## config.mk

```make
export PLATFORM = sky130hd
export DESIGN_NAME = spi_byte_master
export DESIGN_NICKNAME = d
export VERILOG_FILES = /design/src/rtl/spi_byte_master.sv
export SDC_FILE = /design/constraint.sdc
export NUM_CORES = 1
export LEC_CHECK = 0
export BUFFER_PORTS_ARGS = -buffer_cell sky130_fd_sc_hd__buf_4
export CORE_MARGIN = 8
export CORE_UTILIZATION = 55
export DETAILED_ROUTE_END_ITERATION = 10
export PLACE_DENSITY_LB_ADDON = 0.12
export SLEW_MARGIN = 20
export SYNTH_ARGS = -nofsm -noshare
export SYNTH_HDL_FRONTEND = slang
export SYNTH_SLANG_ARGS = --single-unit
```

## constraint.sdc

```tcl
create_clock -name clk -period 3.05 [get_ports clk]
set_input_delay 0.1525 -clock clk [delete_from_list [all_inputs] [get_ports clk]]
set_output_delay 0.1525 -clock clk [all_outputs]
set_load 0.1 [all_outputs]
```

## src/rtl/spi_byte_master.sv

```systemverilog
`timescale 1ns/1ps
module spi_byte_master #(
  parameter int DW = 8
) (
  input  logic       clk,
  input  logic       rst_n,
  input  logic [1:0] reg_sel,
  input  logic       wr_en,
  input  logic       rd_en,
  input  logic [7:0] wdata,
  output logic [7:0] rdata,
  output logic       sck,
  output logic       mosi,
  input  logic       miso,
  output logic       irq
);
  localparam int NEDGE = 2 * DW;
  localparam int EW = $clog2(NEDGE);

  logic [7:0]    ctrl_q;
  logic [DW-1:0] shft_q;
  logic [EW-1:0] edge_q;
  logic [3:0]    div_q, half_m1;
  logic smp_q, mosi_q, phase_q, busy_q, done_q, wcol_q, armed_q;

  wire ie   = ctrl_q[7];
  wire cpol = ctrl_q[3];
  wire cpha = ctrl_q[2];

  always_comb
    case (ctrl_q[1:0])
      2'd0:    half_m1 = 4'd0;
      2'd1:    half_m1 = 4'd1;
      2'd2:    half_m1 = 4'd7;
      default: half_m1 = 4'd15;
    endcase

  wire sel_ctl = reg_sel == 2'd0;
  wire sel_sts = reg_sel == 2'd1;
  wire sel_dat = reg_sel == 2'd2;
  wire sts_rd  = rd_en & sel_sts;
  wire dat_wr  = wr_en & sel_dat;
  wire dat_acc = (rd_en | wr_en) & sel_dat;
  wire ok_wr   = dat_wr & ~busy_q & ~(done_q & ~armed_q);
  wire tick    = busy_q & (div_q == half_m1);
  wire lead    = tick & ~edge_q[0];
  wire last    = tick & (edge_q == EW'(NEDGE - 1));

  always_ff @(posedge clk) begin
    if (!rst_n) begin
      ctrl_q  <= '0;
      shft_q  <= '0;
      edge_q  <= '0;
      div_q   <= '0;
      smp_q   <= 1'b0;
      mosi_q  <= 1'b0;
      phase_q <= 1'b0;
      busy_q  <= 1'b0;
      done_q  <= 1'b0;
      wcol_q  <= 1'b0;
      armed_q <= 1'b0;
    end else begin
      if (wr_en & sel_ctl) ctrl_q <= wdata;

      if (ok_wr) begin
        shft_q  <= wdata[DW-1:0];
        busy_q  <= 1'b1;
        edge_q  <= '0;
        div_q   <= '0;
        phase_q <= 1'b0;
      end else if (busy_q) begin
        if (tick) begin
          div_q   <= '0;
          edge_q  <= edge_q + 1'b1;
          phase_q <= ~phase_q;
          if (lead) begin
            if (cpha) mosi_q <= shft_q[DW-1];
            else      smp_q  <= miso;
          end else begin
            shft_q <= {shft_q[DW-2:0], cpha ? miso : smp_q};
          end
          if (last) busy_q <= 1'b0;
        end else begin
          div_q <= div_q + 1'b1;
        end
      end

      if (dat_acc & armed_q) begin
        done_q  <= 1'b0;
        wcol_q  <= 1'b0;
        armed_q <= 1'b0;
      end else if (sts_rd & (done_q | wcol_q)) begin
        armed_q <= 1'b1;
      end
      if (last) done_q <= 1'b1;
      if (dat_wr & busy_q) wcol_q <= 1'b1;
    end
  end

  assign sck  = cpol ^ phase_q;
  assign mosi = cpha ? mosi_q : shft_q[DW-1];
  assign irq  = ie & done_q;

  always_comb
    case (1'b1)
      sel_ctl: rdata = ctrl_q;
      sel_sts: rdata = {done_q, wcol_q, 1'b0, 1'b0, 4'b0};
      sel_dat: rdata = 8'(shft_q);
      default: rdata = 8'h00;
    endcase

  a_r2_idle_level: assert property (@(posedge clk) disable iff (!rst_n)
    !busy_q |-> sck == cpol);
  a_r6_flag_on_finish: assert property (@(posedge clk) disable iff (!rst_n)
    $fell(busy_q) |-> done_q);
  a_r7_clear_after_arm: assert property (@(posedge clk) disable iff (!rst_n)
    (dat_acc && armed_q && !busy_q) |=> !done_q);
  a_r8_blocked_write: assert property (@(posedge clk) disable iff (!rst_n)
    (dat_wr && done_q && !armed_q && !busy_q) |=> !busy_q);
  a_r9_collision: assert property (@(posedge clk) disable iff (!rst_n)
    (dat_wr && busy_q) |=> wcol_q);
endmodule

```

==> impl_metrics.csv <==
group,metric,value,unit
die,die_w,70.4,um
logic_synthesis,seq_area_frac_synth,38.1,%
cells_and_area,final_common_cell,"dfxtp_1",
hold_path,min_from,"miso",
power_and_ir_drop,swShare,26.9,%
clock_tree,clock-sinks,31,
routing,via_count,1325,
sta,finalClockSkew,0.00645,ns
cells_and_area,antennaDiodeCount,0,
grt,grt_pass1_wl,6.02,mm
clock_tree,cts_tree,"yes",
power_and_ir_drop,power_switching,0.000218,W
sta,setup_viol,0,
sta,worstMarginPinSlew,0.455,ns
hold_path,hold_depth,2,
cells_and_area,final_nets,219,
routing,drt_iter0_drc,38,
die,die_area,4960,um^2
grt,antenna_found_initial,0,
logic_synthesis,yosysTopAreaCell,"dfxtp_1",
sta,fmax,0.561,GHz
die,die_y,70.4,um
grt,use_met3,5.08,%
die,initial_core_util,58.5,%
die,core_area,2780,um^2
cells_and_area,layout_common_cells,"31 x dfxtp_1, 27 x mux2i_1, 26 x buf_4",
clock_tree,cts_buffer_depth,2,
logic_synthesis,synthArstFlopShare,0,%
routing,vias_per_cell,5.66,
power_and_ir_drop,power_frac_comb,13.7,%
clock_tree,cts_hold_buf,0,
place,gp_congestion,0.813,
routing,first_pass_iters,4,
logic_synthesis,synth.cell_area,1630,um^2
critical_path,timing.rr.start,"div_q[2]",
logic_synthesis,synth-seq-cells,31,
routing,ant_nets,0,
sta,hold_violations,0,
cells_and_area,fillers,236,
hold_path,hp-class,"in2reg",
grt,grt_max_degree,33,
clock_tree,clkLatencyLatePin,0.33,ns
grt,first_global_vias,1328,
die,io_pins,26,
critical_path,reg2reg_slack,1.27,ns
logic_synthesis,synth_top_area_share,38.1,%
clock_tree,htree_levels,2,
power_and_ir_drop,power.density,430,nW/um^2
critical_path,end_kind,"register",
sta,setup-tns-final,0,ns
clock_tree,cts_made_buffers,5,
routing,drc,0,
power_and_ir_drop,max-vdd-ir-drop,0.392,mV
logic_synthesis,synth_ff_type,"dfxtp_1",
clock_tree,clkSlewWorstSetupHoldPaths,0.10,ns
critical_path,required,3.31,ns
cells_and_area,layout-drive-gt1-share,19.2,%
status,outcome,"finished clean",
power_and_ir_drop,pwr-share-seq,52.4,%
logic_synthesis,syn_nets,195,
logic_synthesis,synthCells,178,
power_and_ir_drop,p_int,0.000593,W
logic_synthesis,ys_warn_count,0,
power_and_ir_drop,leakage,0.801,nW
grt,grt.total_usage,14.8,%
place,post-place-ws,1.29,ns
cells_and_area,areaGrowthSynthToFinish,15.8,%
sta,worst_slack,1.27,ns
grt,grt_use_met2,23.9,%
place,place_hpwl,2.59,mm
sta,slew_headroom,69.6,%
clock_tree,cts-resized-gates,0,
die,rows,19,
cells_and_area,fin_area,1880,um^2
logic_synthesis,avgSynthCellArea,9.15,um^2
logic_synthesis,ys_types,36,
routing,routed_wl,3.55,mm
critical_path,start_kind,"register",
power_and_ir_drop,clkPwrFrac,33.9,%
clock_tree,cts_root_buf,"clkbuf_4",
grt,use_met1,16.8,%
critical_path,critical_path_class,"reg2reg",
clock_tree,post-cts-setup-buffer-count,0,
critical_path,path_max_fanout,15,
grt,grt-ovfl-total,0,
critical_path,reg2reg_depth,5,
sta,min_period,1.78,ns
run,drv_cap,0,
critical_path,arrival,2.04,ns
routing,wire_per_inst,15.2,um
logic_synthesis,synth-edff-count,0,
place,io_buffers,25,
sta,drv_slew,0,
hold_path,min_to,"smp_q",
place,dpl-instance-area,1820,um^2
sta,finalCritPeriodShare,58.4,%
grt,busiest_layer,"met2",
critical_path,rr_endpoint,"shft_q[6]",
logic_synthesis,synth.area.top_cells,"dfxtp_1 38%, mux2i_1 17%, nand2_1 5.5%",
sta,rsz0062_at_grt,"no",
[logic make-up (layout without fill, tap and decap cells)]
kind of cell    after synthesis  after routing  synth area share [%]
buf+inv                      11             36                  3.31
flops                        31             31                  38.1
simple gates                 71             71                  21.8
mux                          35             35                  22.1
compound gates               22             22                  9.92
xor+xnor                      6              6                  3.23
fa+ha+maj                     2              2                  1.54
[area by class of cell]
class	instances	area [um^2]	share of cell area, %
Clock buffer	8	68.8	3.65
Inverter	2	7.51	0.398
Multi-Input combinational cell	136	953	50.6
Sequential cell	31	621	32.9
Tap cell	31	38.8	2.06
Timing Repair Buffer	26	195	10.4
[how the worst max path moves through the flow]
stage	from	end	depth (start not counted)
2_1_floorplan	reg_sel[1]	rdata[6]	3
3_3_place_gp	reg_sel[0]	shft_q[6]	6
3_5_place_dp	div_q[1]	shft_q[6]	5
4_1_cts	div_q[1]	shft_q[6]	5
5_1_grt	div_q[1]	shft_q[5]	5
6_report	div_q[2]	shft_q[6]	5
[synth_stat cells, drive strengths merged, types with 3 or more instances]
master	number
nand2b	3
nor3	4
buf	5
mux2	8
o21ai	6
a21oi	6
clkbuf	4
nor2b	11
dfxtp	31
nor2	16
nand3b	5
mux2i	27
nand2	24
xor2	3
xnor2	3
[state kept, by name, indices dropped and copies added (netlist names)]
register / flops
smp_q: 1
wcol_q: 1
shft_q: 8
edge_q: 4
div_q: 4
phase_q: 1
done_q: 1
busy_q: 1
mosi_q: 1
ctrl_q: 8
armed_q: 1
[power by group through the flow]
stage                     Combinational [W]  Sequential [W]  Clock [W]
after floorplan                   0.0000835        0.000429          0
after global placement             0.000108        0.000434          0
after detailed placement           0.000111        0.000434          0
after CTS                          0.000111        0.000425   0.000278
after global routing               0.000119        0.000427   0.000298
final                              0.000111        0.000425   0.000275
[metrics by stage]
step                util (%)  std cells  hold WS, ns  power [W]
global placement        65.3        226        0.404   0.000542
global route            67.7        234       0.0655   0.000843
floorplan                  -        178        0.304   0.000513
finish                  67.7        234       0.0818   0.000811
CTS                     67.7        234       0.0686   0.000814
detailed placement      65.3        226        0.421   0.000545
[routing by layer]
| layer | part of all wire [%] | up-vias |
|---|---|---|
| met1 | 45 | 620 |
| met3 | 7.0 | 4 |
| li1 | - | 665 |
| met4 | 1.1 | 0 |
| met2 | 47 | 36 |
| met5 | 0 | - |
[worst max-delay path, cell delays in order (launching register included)]
cell and delay [ns]:
dfxtp_1 0.36, and4_1 0.22, o211ai_1 0.30, a21oi_4 0.20, a21oi_4 0.39, mux2i_1 0.24
No activity file was read; power rests on OpenSTA's default activity.
